<file path="config.mk">
export PLATFORM = sky130hd
export DESIGN_NAME = tuner_cfg_i2c
export DESIGN_NICKNAME = d
export VERILOG_FILES = /design/src/rtl/tuner_cfg_pkg.sv /design/src/rtl/i2c_line_sync.sv /design/src/rtl/i2c_byte_rx.sv /design/src/rtl/tuner_reg_bank.sv /design/src/rtl/tuner_cfg_i2c.sv
export SDC_FILE = /design/constraint.sdc
export NUM_CORES = 1
export LEC_CHECK = 0
export ABC_AREA = 0
export CAP_MARGIN = 5
export CORE_UTILIZATION = 37
export DETAILED_ROUTE_END_ITERATION = 10
export GPL_TIMING_DRIVEN = 0
export MAX_ROUTING_LAYER = met4
export SYNTH_ARGS = -nofsm -noshare
export SYNTH_HDL_FRONTEND = slang
export SYNTH_SLANG_ARGS = --single-unit
</file>
<file path="constraint.sdc">
create_clock -name clk -period 2.46 [get_ports clk]
set_input_delay 0.492 -clock clk [delete_from_list [all_inputs] [get_ports clk]]
set_output_delay 0.492 -clock clk [all_outputs]
set_load 0.02 [all_outputs]
</file>
<file path="src/rtl/tuner_cfg_pkg.sv">
package tuner_cfg_pkg;

  localparam int BYTE_W = 8;
  localparam int CTL_W  = 3;
  localparam int PORT_W = 5;

  typedef enum logic [2:0] {
    RX_IDLE,
    RX_ADDR,
    RX_ADDR_ACK,
    RX_DATA,
    RX_DATA_ACK,
    RX_IGNORE
  } rx_state_t;

endpackage

</file>
<file path="src/rtl/i2c_line_sync.sv">
module i2c_line_sync #(
  parameter int STAGES = 2
) (
  input  logic clk,
  input  logic rst,
  input  logic scl_i,
  input  logic sda_i,
  output logic sda_s,
  output logic scl_rise,
  output logic scl_fall,
  output logic start_det,
  output logic stop_det
);

  logic [STAGES-1:0] scl_pipe;
  logic [STAGES-1:0] sda_pipe;
  logic              scl_q;
  logic              sda_q;
  logic              scl_now;

  // the idle bus level is high on both lines
  always_ff @(posedge clk) begin
    if (rst) begin
      scl_pipe <= '1;
      sda_pipe <= '1;
      scl_q    <= 1'b1;
      sda_q    <= 1'b1;
    end else begin
      scl_pipe <= {scl_pipe[STAGES-2:0], scl_i};
      sda_pipe <= {sda_pipe[STAGES-2:0], sda_i};
      scl_q    <= scl_pipe[STAGES-1];
      sda_q    <= sda_pipe[STAGES-1];
    end
  end

  assign scl_now   = scl_pipe[STAGES-1];
  assign sda_s     = sda_pipe[STAGES-1];
  assign scl_rise  = scl_now & ~scl_q;
  assign scl_fall  = ~scl_now & scl_q;
  assign start_det = scl_now & scl_q & sda_q & ~sda_s;
  assign stop_det  = scl_now & scl_q & ~sda_q & sda_s;

endmodule

</file>
<file path="src/rtl/i2c_byte_rx.sv">
module i2c_byte_rx
  import tuner_cfg_pkg::*;
#(
  parameter logic [4:0] DEV_CODE = 5'b11000
) (
  input  logic              clk,
  input  logic              rst,
  input  logic              sda_s,
  input  logic              scl_rise,
  input  logic              scl_fall,
  input  logic              start_det,
  input  logic              stop_det,
  input  logic [1:0]        addr_pins,
  output logic              sda_oe,
  output logic              byte_valid,
  output logic [BYTE_W-1:0] byte_data
);

  localparam int CNT_W = $clog2(BYTE_W + 1);
  localparam logic [CNT_W-1:0] FULL = CNT_W'(BYTE_W);

  rx_state_t         state;
  logic [BYTE_W-1:0] shreg;
  logic [CNT_W-1:0]  cnt;
  logic              addr_hit;

  assign addr_hit = (shreg == {DEV_CODE, addr_pins, 1'b0});

  always_ff @(posedge clk) begin
    if (rst) begin
      state      <= RX_IDLE;
      shreg      <= '0;
      cnt        <= '0;
      sda_oe     <= 1'b0;
      byte_valid <= 1'b0;
      byte_data  <= '0;
    end else begin
      byte_valid <= 1'b0;
      if (start_det) begin
        state  <= RX_ADDR;
        cnt    <= '0;
        sda_oe <= 1'b0;
      end else if (stop_det) begin
        state  <= RX_IDLE;
        cnt    <= '0;
        sda_oe <= 1'b0;
      end else begin
        case (state)
          RX_ADDR, RX_DATA: begin
            if (scl_rise && cnt != FULL) begin
              shreg <= {shreg[BYTE_W-2:0], sda_s};
              cnt   <= cnt + 1'b1;
            end else if (scl_fall && cnt == FULL) begin
              if (state == RX_DATA) begin
                sda_oe    <= 1'b1;
                byte_data <= shreg;
                state     <= RX_DATA_ACK;
              end else if (addr_hit) begin
                sda_oe <= 1'b1;
                state  <= RX_ADDR_ACK;
              end else begin
                state <= RX_IGNORE;
              end
            end
          end
          RX_ADDR_ACK: begin
            if (scl_fall) begin
              sda_oe <= 1'b0;
              cnt    <= '0;
              state  <= RX_DATA;
            end
          end
          RX_DATA_ACK: begin
            if (scl_fall) begin
              sda_oe     <= 1'b0;
              cnt        <= '0;
              byte_valid <= 1'b1;
              state      <= RX_DATA;
            end
          end
          default: ;
        endcase
      end
    end
  end

endmodule

</file>
<file path="src/rtl/tuner_reg_bank.sv">
module tuner_reg_bank
  import tuner_cfg_pkg::*;
#(
  parameter int DIV_W = 15
) (
  input  logic              clk,
  input  logic              rst,
  input  logic              frame_reset,
  input  logic              byte_valid,
  input  logic [BYTE_W-1:0] byte_data,
  output logic [DIV_W-1:0]  div_ratio,
  output logic [CTL_W-1:0]  test_bits,
  output logic [CTL_W-1:0]  ref_sel,
  output logic              agc_fast,
  output logic [CTL_W-1:0]  agc_top,
  output logic [CTL_W-1:0]  cp_cur,
  output logic [PORT_W-1:0] port_en
);

  localparam int HI_W = DIV_W - BYTE_W;

  logic              pair_open;
  logic [BYTE_W-1:0] head_q;
  logic              is_ctrl;
  logic              sel_test;

  assign is_ctrl  = head_q[BYTE_W-1];
  assign sel_test = head_q[BYTE_W-2];

  always_ff @(posedge clk) begin
    if (rst) begin
      pair_open <= 1'b0;
      head_q    <= '0;
      div_ratio <= '0;
      test_bits <= '0;
      ref_sel   <= '0;
      agc_fast  <= 1'b0;
      agc_top   <= '0;
      cp_cur    <= '0;
      port_en   <= '0;
    end else if (frame_reset) begin
      pair_open <= 1'b0;
    end else if (byte_valid) begin
      if (!pair_open) begin
        head_q    <= byte_data;
        pair_open <= 1'b1;
      end else begin
        pair_open <= 1'b0;
        if (!is_ctrl) begin
          div_ratio <= {head_q[HI_W-1:0], byte_data};
        end else begin
          cp_cur  <= byte_data[BYTE_W-1 -: CTL_W];
          port_en <= byte_data[PORT_W-1:0];
          if (sel_test) begin
            test_bits <= head_q[5:3];
            ref_sel   <= head_q[2:0];
          end else begin
            agc_fast <= head_q[5];
            agc_top  <= head_q[4:2];
          end
        end
      end
    end
  end

endmodule

</file>
<file path="src/rtl/tuner_cfg_i2c.sv">
module tuner_cfg_i2c
  import tuner_cfg_pkg::*;
#(
  parameter int         SYNC_STAGES = 2,
  parameter int         DIV_W       = 15,
  parameter logic [4:0] DEV_CODE    = 5'b11000
) (
  input  logic              clk,
  input  logic              rst,
  input  logic              scl_i,
  input  logic              sda_i,
  input  logic [1:0]        addr_pins,
  output logic              sda_oe,
  output logic [DIV_W-1:0]  div_ratio,
  output logic [CTL_W-1:0]  test_bits,
  output logic [CTL_W-1:0]  ref_sel,
  output logic              agc_fast,
  output logic [CTL_W-1:0]  agc_top,
  output logic [CTL_W-1:0]  cp_cur,
  output logic [PORT_W-1:0] port_en
);

  logic              sda_s;
  logic              scl_rise;
  logic              scl_fall;
  logic              start_det;
  logic              stop_det;
  logic              byte_valid;
  logic [BYTE_W-1:0] byte_data;
  logic              frame_reset;

  assign frame_reset = start_det | stop_det;

  i2c_line_sync #(
    .STAGES(SYNC_STAGES)
  ) u_sync (
    .clk      (clk),
    .rst      (rst),
    .scl_i    (scl_i),
    .sda_i    (sda_i),
    .sda_s    (sda_s),
    .scl_rise (scl_rise),
    .scl_fall (scl_fall),
    .start_det(start_det),
    .stop_det (stop_det)
  );

  i2c_byte_rx #(
    .DEV_CODE(DEV_CODE)
  ) u_rx (
    .clk       (clk),
    .rst       (rst),
    .sda_s     (sda_s),
    .scl_rise  (scl_rise),
    .scl_fall  (scl_fall),
    .start_det (start_det),
    .stop_det  (stop_det),
    .addr_pins (addr_pins),
    .sda_oe    (sda_oe),
    .byte_valid(byte_valid),
    .byte_data (byte_data)
  );

  tuner_reg_bank #(
    .DIV_W(DIV_W)
  ) u_regs (
    .clk        (clk),
    .rst        (rst),
    .frame_reset(frame_reset),
    .byte_valid (byte_valid),
    .byte_data  (byte_data),
    .div_ratio  (div_ratio),
    .test_bits  (test_bits),
    .ref_sel    (ref_sel),
    .agc_fast   (agc_fast),
    .agc_top    (agc_top),
    .cp_cur     (cp_cur),
    .port_en    (port_en)
  );

endmodule

</file>
==> flow_summary.toml <==
[outcome]
outcome = "finished, final reports clean"

[setup_path]
r2r_end = "u_regs.div_ratio[11]"
cp_data_required_time_ps = 2680
worstReg2RegStart = "u_sync.sda_pipe[1]"
r2r_cells = 5
r2r_slack_ps = 430
worst_setup_path_end_kind = "flip-flop"
arrival_ps = 2250
crit_slowest_cell = "a211oi_2"
cp_max_fo = 10
crit_chain = "xor2_1 -> a211oi_2 -> buf_4 -> mux2i_1 -> nor2_1"
worstSetupPathType = "reg2reg"
cp-start-kind = "flip-flop"
worst-path-buf-inv = 1
slowest_delay_ps = 660
crit_family = "compound AO/OA/AOI/OAI gates"

[global_route]
grt-ovfl-total = 0
met1_usage = 0.234
busiest_layer = "met2"
grt_pass1_wl_um = 10000
antenna_found_initial = 0
met2_usage = 0.249
use_met3 = 0.0471
grt_pass1_vias = 1985
grt_max_degree = 16
grt_usage = 0.174

[routing]
first_pass_iters = 4
wire_per_inst_um = 13.4
drc = 0
vias_per_cell = 4.79
antenna_left = 0
routed_wl_um = 5970
drt_iter0_markers = 58
via_count = 2135

[min_path]
hp-start = "u_sync.scl_pipe[0]"
whs_path_depth = 1
min_to = "u_sync.scl_pipe[1]"
hp-class = "reg2reg"

[clock_network]
clockBufferDepth = 2
cts.clk_slew.worst_paths_ps = 90
cts_setup_buffers = 0
cts.repair.resized = 0
cts_tree = "yes"
clkLatencyLatePin_ps = 350
cts_root_buf = "clkbuf_8"
htreeDepth = 3
numCtsBuffers = 9
cts_sinks = 73
ctsHoldBuffers = 0

[floorplanning]
die_x_um = 89.6
die_y_um = 89.6
core_um2 = 7330
start_util = 0.387
dieArea_um2 = 8020
rows = 31
ios = 40

[pwr]
power_frac_comb = 0.027
power_switching_uw = 534
p_seq_frac = 0.560
power.share.switching = 0.251
p_per_area_nw_per_um2 = 602
p_int_mw = 1.59
ir_worst_vdd_mv = 0.298
power.share.clock = 0.413
leakagePower_nw = 1.42

[synth]
yosysUniqueCellTypes = 39
syn_area_um2 = 2840
synth_edf_count = 0
yosys_register_bits = 73
synth_warnings = 0
synth_nets = 300
synth_area_per_cell_um2 = 9.71
ys_async_sr_fraction = 0
yosysSeqAreaShare = 0.515
netlist_instances = 292
ys.flop_type = "dfxtp_1"

[timing]
tightest_slew_ps = 966
tns_ps = 0
min_period_over_period = 0.825
grt_setup_unrepaired = "false"
fin_crit_ps = 2030
clock_skew_ps = 13.1
max_freq_mhz = 493
setup_viol = 0
slew_headroom = 0.339
setup_slack_ps = 430
hold_slack_ps = 402
finalHoldViolCount = 0
maxSlewViolCount = 0

[finish]
drive_gt1_frac = 0.0980
postLayoutCellArea_um2 = 3530
area_delta_synth_final_pct = 24.6
final_cell_mix = "73 x dfxtp_1, 53 x nor2_1, 46 x mux2i_1"
antenna_cells = 0
final_cells = 446
fin_nets = 350
layout_commonest_cell = "dfxtp_1"

[place]
gp_congestion = 0.748
dp_hpwl_um = 4110
io_buffers = 39
placed_cell_area_um2 = 3350
place_ws_ps = 348
dp.cells = 430

[flow_run]
maxCapViolations = 0
## power groups by stage
stage / registers (mW) / clock network, mW / logic [mW]
final: 1.19 / 0.879 / 0.0569
after detailed placement: 1.22 / 0 / 0.0571
after floorplan: 1.22 / 0 / 0.0367
after global routing: 1.19 / 0.966 / 0.0631
after global placement: 1.22 / 0 / 0.0568
after CTS: 1.19 / 0.906 / 0.0574
## through the flow
step,power [mW],utilization
4_1_cts,2.15,0.482
3_5_place_dp,1.28,0.457
6_report,2.13,0.482
5_1_grt,2.22,0.482
3_3_place_gp,1.28,0.457
2_1_floorplan,1.25,-
## worst max path at each step
stage                             startpoint                   end  cells past startpoint
final                     u_sync.sda_pipe[1]  u_regs.div_ratio[11]                      5
after global routing      u_sync.sda_pipe[1]     u_regs.agc_top[0]                      4
after CTS                 u_sync.sda_pipe[1]  u_regs.div_ratio[11]                      5
after detailed placement                 rst      u_regs.cp_cur[0]                      4
after global placement          addr_pins[0]         u_rx.state[1]                      5
after floorplan                u_rx.shreg[0]         u_rx.state[1]                      4
## registers in the layout, indices dropped and copies added, names as in the netlist
signal            count
u_regs.cp_cur         3
u_regs.ref_sel        3
u_regs.agc_fast       1
u_regs.head_q         8
u_regs.test_bits      3
u_rx.cnt              4
u_sync.sda_q          1
u_regs.div_ratio     15
u_rx.shreg            8
u_rx.byte_valid       1
u_regs.pair_open      1
u_regs.port_en        5
u_rx.sda_oe           1
u_rx.state            3
u_sync.sda_pipe       2
u_sync.scl_q          1
u_rx.byte_data        8
u_regs.agc_top        3
u_sync.scl_pipe       2
## synthesized netlist by cell type (2+ instances only)
master,number,area (um^2)
dfxtp_1,73,1460
nor2_1,53,199
mux2i_1,46,460
nand2_1,18,67.6
a21oi_1,16,80.1
nand3_1,11,55.1
clkbuf_1,9,33.8
inv_1,8,30.0
o21ai_0,7,35.0
or2_2,7,43.8
a211o_1,3,26.3
buf_2,3,15.0
nand2b_1,3,18.8
xnor2_1,3,26.3
xor2_1,3,26.3
a32oi_1,2,17.5
ha_1,2,25.0
nor4bb_1,2,20.0
o21bai_1,2,15.0
or3_1,2,12.5
## kinds of logic (layout without fill, tap and decap cells)
family	after synthesis	count (layout)	synth area share
AO/OA/AOI/OAI	38	38	0.0873
XOR/XNOR	6	6	0.0185
adder cells (fa/ha/maj)	2	2	0.00882
buffers and inverters	22	77	0.0353
flip-flops	73	73	0.515
multiplexers	46	46	0.162
AND/OR/NAND/NOR	105	105	0.172
## layer usage
layer | routed length (um) | vias to the layer above
met3 | 206 | 4
met5 | 0 | -
li1 | - | 1098
met2 | 2710 | 38
met1 | 3010 | 995
met4 | 39 | 0
## layout make-up
cell class / instances / area (um^2)
Timing Repair Buffer: 39 / 390
Multi-Input combinational cell: 197 / 1270
Tap cell: 99 / 124
Inverter: 8 / 30.0
Fill cell: 701 / 3800
Clock inverter: 7 / 60.1
Sequential cell: 73 / 1460
Clock buffer: 9 / 124
Buffer: 14 / 70.1
No activity file was read; power rests on OpenSTA's default activity.
